[src/rtl/spi_buf_pkg.sv]
package spi_buf_pkg;

    typedef struct packed {
        logic halt;
        logic tx_nofifo;
        logic rx_nofifo;
    } buf_cfg_t;

    localparam buf_cfg_t CFG_RESET = '{halt: 1'b1, tx_nofifo: 1'b0, rx_nofifo: 1'b0};

endpackage

[src/rtl/spi_buf_cfg.sv]
module spi_buf_cfg
    import spi_buf_pkg::*;
(
    input  logic     clk,
    input  logic     rst_n,
    input  logic     we,
    input  logic     halt_w,
    input  logic     tx_nofifo_w,
    input  logic     rx_nofifo_w,
    output buf_cfg_t cfg
);

    buf_cfg_t cfg_d, cfg_q;

    always_comb begin
        cfg_d = cfg_q;
        if (we) begin
            cfg_d.halt = halt_w;
            // queue-switch bits are locked while the block is halted
            if (!cfg_q.halt) begin
                cfg_d.tx_nofifo = tx_nofifo_w;
                cfg_d.rx_nofifo = rx_nofifo_w;
            end
        end
    end

    always_ff @(posedge clk or negedge rst_n) begin
        if (!rst_n) cfg_q <= CFG_RESET;
        else        cfg_q <= cfg_d;
    end

    assign cfg = cfg_q;

endmodule

[src/rtl/spi_buf_txq.sv]
module spi_buf_txq #(
    parameter int DW    = 8,
    parameter int DEPTH = 4,
    parameter int BYP   = 2
) (
    input  logic                       clk,
    input  logic                       rst_n,
    input  logic                       run,
    input  logic                       bypass,
    input  logic                       flush,
    input  logic                       push,
    input  logic [DW-1:0]              wdata,
    input  logic                       take,
    output logic [$clog2(DEPTH+1)-1:0] level,
    output logic                       full,
    output logic                       avail,
    output logic [DW-1:0]              word
);

    localparam int AW = (DEPTH > 1) ? $clog2(DEPTH) : 1;
    localparam int CW = $clog2(DEPTH + 1);

    typedef struct packed {
        logic [DEPTH-1:0][DW-1:0] mem;
        logic [AW-1:0]            rd;
        logic [AW-1:0]            wr;
        logic [CW-1:0]            cnt;
    } txq_t;

    txq_t s_d, s_q;

    function automatic logic [AW-1:0] nxt(input logic [AW-1:0] p);
        return (p == AW'(DEPTH - 1)) ? '0 : p + AW'(1);
    endfunction

    logic [CW-1:0] cap;
    logic          is_full;
    logic          do_push;
    logic          do_take;

    always_comb begin
        cap     = bypass ? CW'(BYP) : CW'(DEPTH);
        is_full = (s_q.cnt >= cap);
        do_push = push && !is_full;
        do_take = take && (s_q.cnt != '0);
        s_d     = s_q;
        if (run) begin
            if (flush) begin
                s_d.cnt = '0;
                s_d.rd  = s_q.wr;
            end else begin
                if (do_push) begin
                    s_d.mem[s_q.wr] = wdata;
                    s_d.wr          = nxt(s_q.wr);
                end
                if (do_take) s_d.rd = nxt(s_q.rd);
                s_d.cnt = s_q.cnt + CW'(do_push) - CW'(do_take);
            end
        end
    end

    always_ff @(posedge clk or negedge rst_n) begin
        if (!rst_n) s_q <= '0;
        else        s_q <= s_d;
    end

    assign level = s_q.cnt;
    assign full  = is_full;
    assign avail = (s_q.cnt != '0);
    assign word  = s_q.mem[s_q.rd];

endmodule

[src/rtl/spi_buf_rxq.sv]
module spi_buf_rxq #(
    parameter int DW    = 8,
    parameter int DEPTH = 4,
    parameter int BYP   = 2
) (
    input  logic                       clk,
    input  logic                       rst_n,
    input  logic                       run,
    input  logic                       bypass,
    input  logic                       flush,
    input  logic                       put,
    input  logic [DW-1:0]              pdata,
    input  logic                       pop,
    input  logic                       ovf_clr,
    output logic [$clog2(DEPTH+1)-1:0] level,
    output logic                       avail,
    output logic [DW-1:0]              rdata,
    output logic                       ovf
);

    localparam int AW = (DEPTH > 1) ? $clog2(DEPTH) : 1;
    localparam int CW = $clog2(DEPTH + 1);

    typedef struct packed {
        logic [DEPTH-1:0][DW-1:0] mem;
        logic [AW-1:0]            rd;
        logic [AW-1:0]            wr;
        logic [CW-1:0]            cnt;
        logic                     ovf;
        logic                     stale;
        logic [DW-1:0]            spill;
    } rxq_t;

    rxq_t s_d, s_q;

    function automatic logic [AW-1:0] nxt(input logic [AW-1:0] p);
        return (p == AW'(DEPTH - 1)) ? '0 : p + AW'(1);
    endfunction

    function automatic logic [AW-1:0] prv(input logic [AW-1:0] p);
        return (p == '0) ? AW'(DEPTH - 1) : p - AW'(1);
    endfunction

    logic [CW-1:0] cap;
    logic          is_full;
    logic          acc;
    logic          drop;
    logic          pop_ok;
    logic [CW-1:0] inc;
    logic [CW-1:0] dec;

    always_comb begin
        cap     = bypass ? CW'(BYP) : CW'(DEPTH);
        is_full = (s_q.cnt >= cap);
        acc     = put && !is_full;
        drop    = put && is_full;
        pop_ok  = pop && ((s_q.cnt != '0) || s_q.stale);
        inc     = '0;
        dec     = '0;
        if (acc)                    inc = (s_q.stale && !pop_ok) ? CW'(2) : CW'(1);
        if (pop_ok && !s_q.stale)   dec = CW'(1);

        s_d = s_q;
        if (ovf_clr) s_d.ovf = 1'b0;
        if (run) begin
            if (flush) begin
                s_d.cnt = '0;
                if (s_q.ovf) begin
                    // dropped word lingers one slot behind the write pointer
                    s_d.rd               = prv(s_q.wr);
                    s_d.mem[prv(s_q.wr)] = s_q.spill;
                    s_d.stale            = 1'b1;
                end else begin
                    s_d.rd    = s_q.wr;
                    s_d.stale = 1'b0;
                end
            end else begin
                if (acc) begin
                    s_d.mem[s_q.wr] = pdata;
                    s_d.wr          = nxt(s_q.wr);
                end
                if (drop) begin
                    s_d.ovf   = 1'b1;
                    s_d.spill = pdata;
                end
                if (pop_ok) s_d.rd = nxt(s_q.rd);
                if (acc || pop_ok) s_d.stale = 1'b0;
                s_d.cnt = s_q.cnt + inc - dec;
            end
        end
    end

    always_ff @(posedge clk or negedge rst_n) begin
        if (!rst_n) s_q <= '0;
        else        s_q <= s_d;
    end

    assign level = s_q.cnt;
    assign avail = (s_q.cnt != '0);
    assign rdata = s_q.mem[s_q.rd];
    assign ovf   = s_q.ovf;

endmodule

[src/rtl/spi_buf_ctrl.sv]
module spi_buf_ctrl
    import spi_buf_pkg::*;
#(
    parameter int DW        = 8,
    parameter int DEPTH     = 4,
    parameter int BYP_DEPTH = 2
) (
    input  logic                       clk,
    input  logic                       rst_n,
    input  logic                       cfg_we,
    input  logic                       cfg_halt,
    input  logic                       cfg_tx_nofifo,
    input  logic                       cfg_rx_nofifo,
    input  logic                       cfg_tx_flush,
    input  logic                       cfg_rx_flush,
    input  logic                       cfg_ovf_w1c,
    output logic                       halt_o,
    output logic                       tx_nofifo_o,
    output logic                       rx_nofifo_o,
    input  logic                       tx_push,
    input  logic [DW-1:0]              tx_wdata,
    output logic                       tx_full,
    output logic [$clog2(DEPTH+1)-1:0] tx_level,
    output logic                       tx_avail,
    output logic [DW-1:0]              tx_word,
    input  logic                       tx_take,
    input  logic                       rx_put,
    input  logic [DW-1:0]              rx_pdata,
    input  logic                       rx_pop,
    output logic [DW-1:0]              rx_rdata,
    output logic                       rx_avail,
    output logic [$clog2(DEPTH+1)-1:0] rx_level,
    output logic                       rx_ovf
);

    buf_cfg_t cfg;
    logic     run;

    spi_buf_cfg u_cfg (
        .clk         (clk),
        .rst_n       (rst_n),
        .we          (cfg_we),
        .halt_w      (cfg_halt),
        .tx_nofifo_w (cfg_tx_nofifo),
        .rx_nofifo_w (cfg_rx_nofifo),
        .cfg         (cfg)
    );

    assign run         = !cfg.halt;
    assign halt_o      = cfg.halt;
    assign tx_nofifo_o = cfg.tx_nofifo;
    assign rx_nofifo_o = cfg.rx_nofifo;

    spi_buf_txq #(.DW(DW), .DEPTH(DEPTH), .BYP(BYP_DEPTH)) u_txq (
        .clk    (clk),
        .rst_n  (rst_n),
        .run    (run),
        .bypass (cfg.tx_nofifo),
        .flush  (cfg_we && cfg_tx_flush),
        .push   (tx_push),
        .wdata  (tx_wdata),
        .take   (tx_take),
        .level  (tx_level),
        .full   (tx_full),
        .avail  (tx_avail),
        .word   (tx_word)
    );

    spi_buf_rxq #(.DW(DW), .DEPTH(DEPTH), .BYP(BYP_DEPTH)) u_rxq (
        .clk     (clk),
        .rst_n   (rst_n),
        .run     (run),
        .bypass  (cfg.rx_nofifo),
        .flush   (cfg_we && cfg_rx_flush),
        .put     (rx_put),
        .pdata   (rx_pdata),
        .pop     (rx_pop),
        .ovf_clr (cfg_we && cfg_ovf_w1c),
        .level   (rx_level),
        .avail   (rx_avail),
        .rdata   (rx_rdata),
        .ovf     (rx_ovf)
    );

endmodule

[config.mk]
export PLATFORM = sky130hd
export DESIGN_NAME = spi_buf_ctrl
export DESIGN_NICKNAME = d
export VERILOG_FILES = /design/src/rtl/spi_buf_pkg.sv /design/src/rtl/spi_buf_cfg.sv /design/src/rtl/spi_buf_txq.sv /design/src/rtl/spi_buf_rxq.sv /design/src/rtl/spi_buf_ctrl.sv
export SDC_FILE = /design/constraint.sdc
export NUM_CORES = 1
export LEC_CHECK = 0
export CAP_MARGIN = 20
export CORE_UTILIZATION = 55
export CTS_CLUSTER_DIAMETER = 50
export CTS_CLUSTER_SIZE = 20
export DETAILED_ROUTE_END_ITERATION = 16
export PLACE_DENSITY = 0.79
export SLEW_MARGIN = 15
export SYNTH_ARGS = -nofsm -noshare
export SYNTH_HDL_FRONTEND = slang
export SYNTH_HIERARCHICAL = 1
export SYNTH_SLANG_ARGS = --single-unit
[constraint.sdc]
create_clock -name clk -period 4.8 [get_ports clk]
set_clock_uncertainty 0.15 [all_clocks]
set_input_delay 1.44 -clock clk [delete_from_list [all_inputs] [get_ports clk]]
set_output_delay 1.44 -clock clk [all_outputs]
set_load 0.01 [all_outputs]
==> flow_summary_export.csv <==
group,metric,value,unit
detailed_routing,drtIter0Drc,170,
detailed_routing,vias_per_cell,6.07,
worst_setup_path,cp.arrival,2.30,ns
synth,synthTopCellsByArea,"dfrtp_1 (46%), mux2_2 (16%), mux4_2 (7.3%), ha_1 (4.8%), a22o_1 (4.6%)",
worst_setup_path,crit_slowest_cell,"dfrtp_1",
clock_tree,clockBufferDepth,2,
clock_tree,clockRootBuffer,"clkbuf_8",
outcome,status,"finished, final reports clean",
final_layout,fillers,673,
die,rows,34,
synth,post-synth-top-area-fraction,0.459,
power_and_ir_drop,power_leakage,2.55,nW
synth,synth-seq-area-share,0.465,
worst_setup_path,crit_type,"flip-flop to primary output",
detailed_routing,ant_nets,0,
sta,whs,0.345,ns
final_layout,finalNetCount,474,
clock_tree,cts_sinks,91,
global_route,grt-ovfl-total,0,
placed_design,dp.cells,521,
worst_setup_path,crit_family,"flip-flops",
synth,yosysTopAreaCell,"dfrtp_1",
detailed_routing,drt_wl_total,10.3,mm
global_route,grt_max_degree,69,
clock_tree,cts_resized,0,
power_and_ir_drop,power_density,613,nW/um^2
worst_setup_path,critPathCaptureType,"primary output",
final_layout,final_cells,537,
clock_tree,cts-buffers-inserted,9,
final_layout,drive_above_1_share,0.289,
job,max-cap-violations,0,
sta,drv_slew,0,
clock_tree,cts_max_level,3,
synth,synth.net_count,427,
global_route,grt_usage,0.243,
worst_setup_path,cp-start-kind,"flip-flop",
synth,ys_ff_latch,91,
global_route,grt_first_pass_wirelength,16.7,mm
hold_path,worstHoldPathType,"flip-flop to flip-flop",
final_layout,final-seq-area,2280,um^2
placed_design,place.gp.congestion,0.773,
die,dieArea,9300,um^2
sta,slew_headroom,0.425,
sta,min_period,3.89,ns
global_route,antenna_found_initial,0,
sta,tightest_slew,0.862,ns
synth,post-synth-top-count-cell,"dfrtp_1",
synth,synth-edff-count,0,
synth,syn-cell-area,4900,um^2
sta,grt_setup_unrepaired,"no",
detailed_routing,drc,0,
sta,period_share,0.810,
sta,setup_viol,0,
die,io_pins,58,
clock_tree,cts_tree,"yes",
synth,synthArstFlopShare,1.00,
placed_design,dp_hpwl,7.16,mm
global_route,grt_pass1_vias,3313,
final_layout,final_core_util,0.657,
synth,syn_inst,377,
placed_design,io_buffers,57,
synth,synth.distinct_cells,50,
synth,ys.flop_type,"dfrtp_1",
detailed_routing,wire_per_inst,19.2,um
placed_design,pre_cts_ws,0.512,ns
final_layout,multi_input_area,2440,um^2
worst_setup_path,cp.required,3.21,ns
die,die-width,96.4,um
clock_tree,clkLatencyLatePin,0.36,ns
sta,fmax,257,MHz
worst_setup_path,cp.buffers_inverters,1,
synth,synth_common_cells,"dfrtp_1 (90), mux2_2 (71), a22o_1 (26)",
worst_setup_path,crit_path_max_fanout,13,
clock_tree,clk_pin_slew,0.09,ns
die,floorplan.initialDensity,0.565,
clock_tree,cts_hold_buf,0,
sta,hold_violations,0,
worst_setup_path,worstPathCellList,"mux4_2 -> clkdlybuf4s50_1",
detailed_routing,vias,3260,
worst_setup_path,crit_path_max_incr_delay,0.83,ns
die,core,8680,um^2
power_and_ir_drop,ir_drop,0.346,mV
die,die_h,96.4,um
synth,yosys_warnings,6,
synth,syn_avg_cell_area,13.0,um^2
final_layout,diodes,0,
sta,setup_tns,0,ns
final_layout,areaGrowthSynthToFinish,16.3,%
clock_tree,cts_setup_buffers,0,
sta,setup_ws,0.914,ns
detailed_routing,first_pass_iters,5,
[cell families after synthesis]
family                   after synthesis  share of synthesized area
XOR/XNOR                               2                    0.00357
adder cells (fa/ha/maj)               21                     0.0566
multiplexers                          91                      0.247
buffers and inverters                 42                     0.0388
flip-flops                            91                      0.465
AO/OA/AOI/OAI                         66                      0.115
AND/OR/NAND/NOR                       64                     0.0745
[layout make-up]
class	count	share of cell area
Timing Repair Buffer	59	0.102
Sequential cell	91	0.399
Multi-Input combinational cell	244	0.427
Tap cell	108	0.0237
Clock buffer	10	0.0224
Clock inverter	6	0.0127
Inverter	19	0.0125
[per-stage QoR]
step | area (um^2) | power (mW)
5_1_grt | 5700 | 3.74
3_5_place_dp | 5500 | 2.97
4_1_cts | 5700 | 3.52
2_1_floorplan | 4900 | 2.42
6_report | 5700 | 3.50
3_3_place_gp | 5500 | 2.92
[metal layers]
layer	track usage	vias up	share of wire
met4	0.0993	0	0.024
met5	0	-	0
met1	0.324	1670	0.44
met3	0.0477	19	0.044
met2	0.392	76	0.49
li1	-	1495	-
[cells in the final DEF (no fill, tap or decap), types with 8 or more instances in the layout]
master / count
clkdlybuf4s50_1: 56
o21ai_0: 9
nor2_1: 9
a22o_1: 26
and2_1: 8
nand2_1: 12
mux4_2: 16
dfrtp_1: 90
ha_1: 19
mux2_2: 71
clkbuf_8: 9
inv_1: 19
[path summary, 6_finish.rpt]
kind,end,slack (ns),cells after the start,from
max,rx_rdata[1],0.91,2,u_rxq/s_q[15]
min,u_txq/s_q[24],0.34,1,u_txq/s_q[24]
max reg2reg,u_rxq/level[2],1.60,15,u_rxq/level[1]
min reg2reg,u_txq/s_q[24],0.34,1,u_txq/s_q[24]
max in group asynchronous,u_rxq/s_q[41],2.60,2,rst_n
min in group asynchronous,u_txq/level[0],1.04,1,rst_n
[sequential cells by signal (all words and copies together), names as in the netlist]
| name | count |
|---|---|
| u_rxq/s_q | 45 |
| u_cfg/cfg | 3 |
| u_rxq/level | 3 |
| u_txq/level | 3 |
| u_rxq/ovf | 1 |
| u_txq/s_q | 36 |
[power breakdown]
part	switching [mW]	total (mW)	internal, mW
clock	0.281	0.529	0.249
sequential	0.318	1.41	1.09
combinational	0.643	1.56	0.916
total	1.24	3.50	2.26
Power figures use the tool's default switching activity.
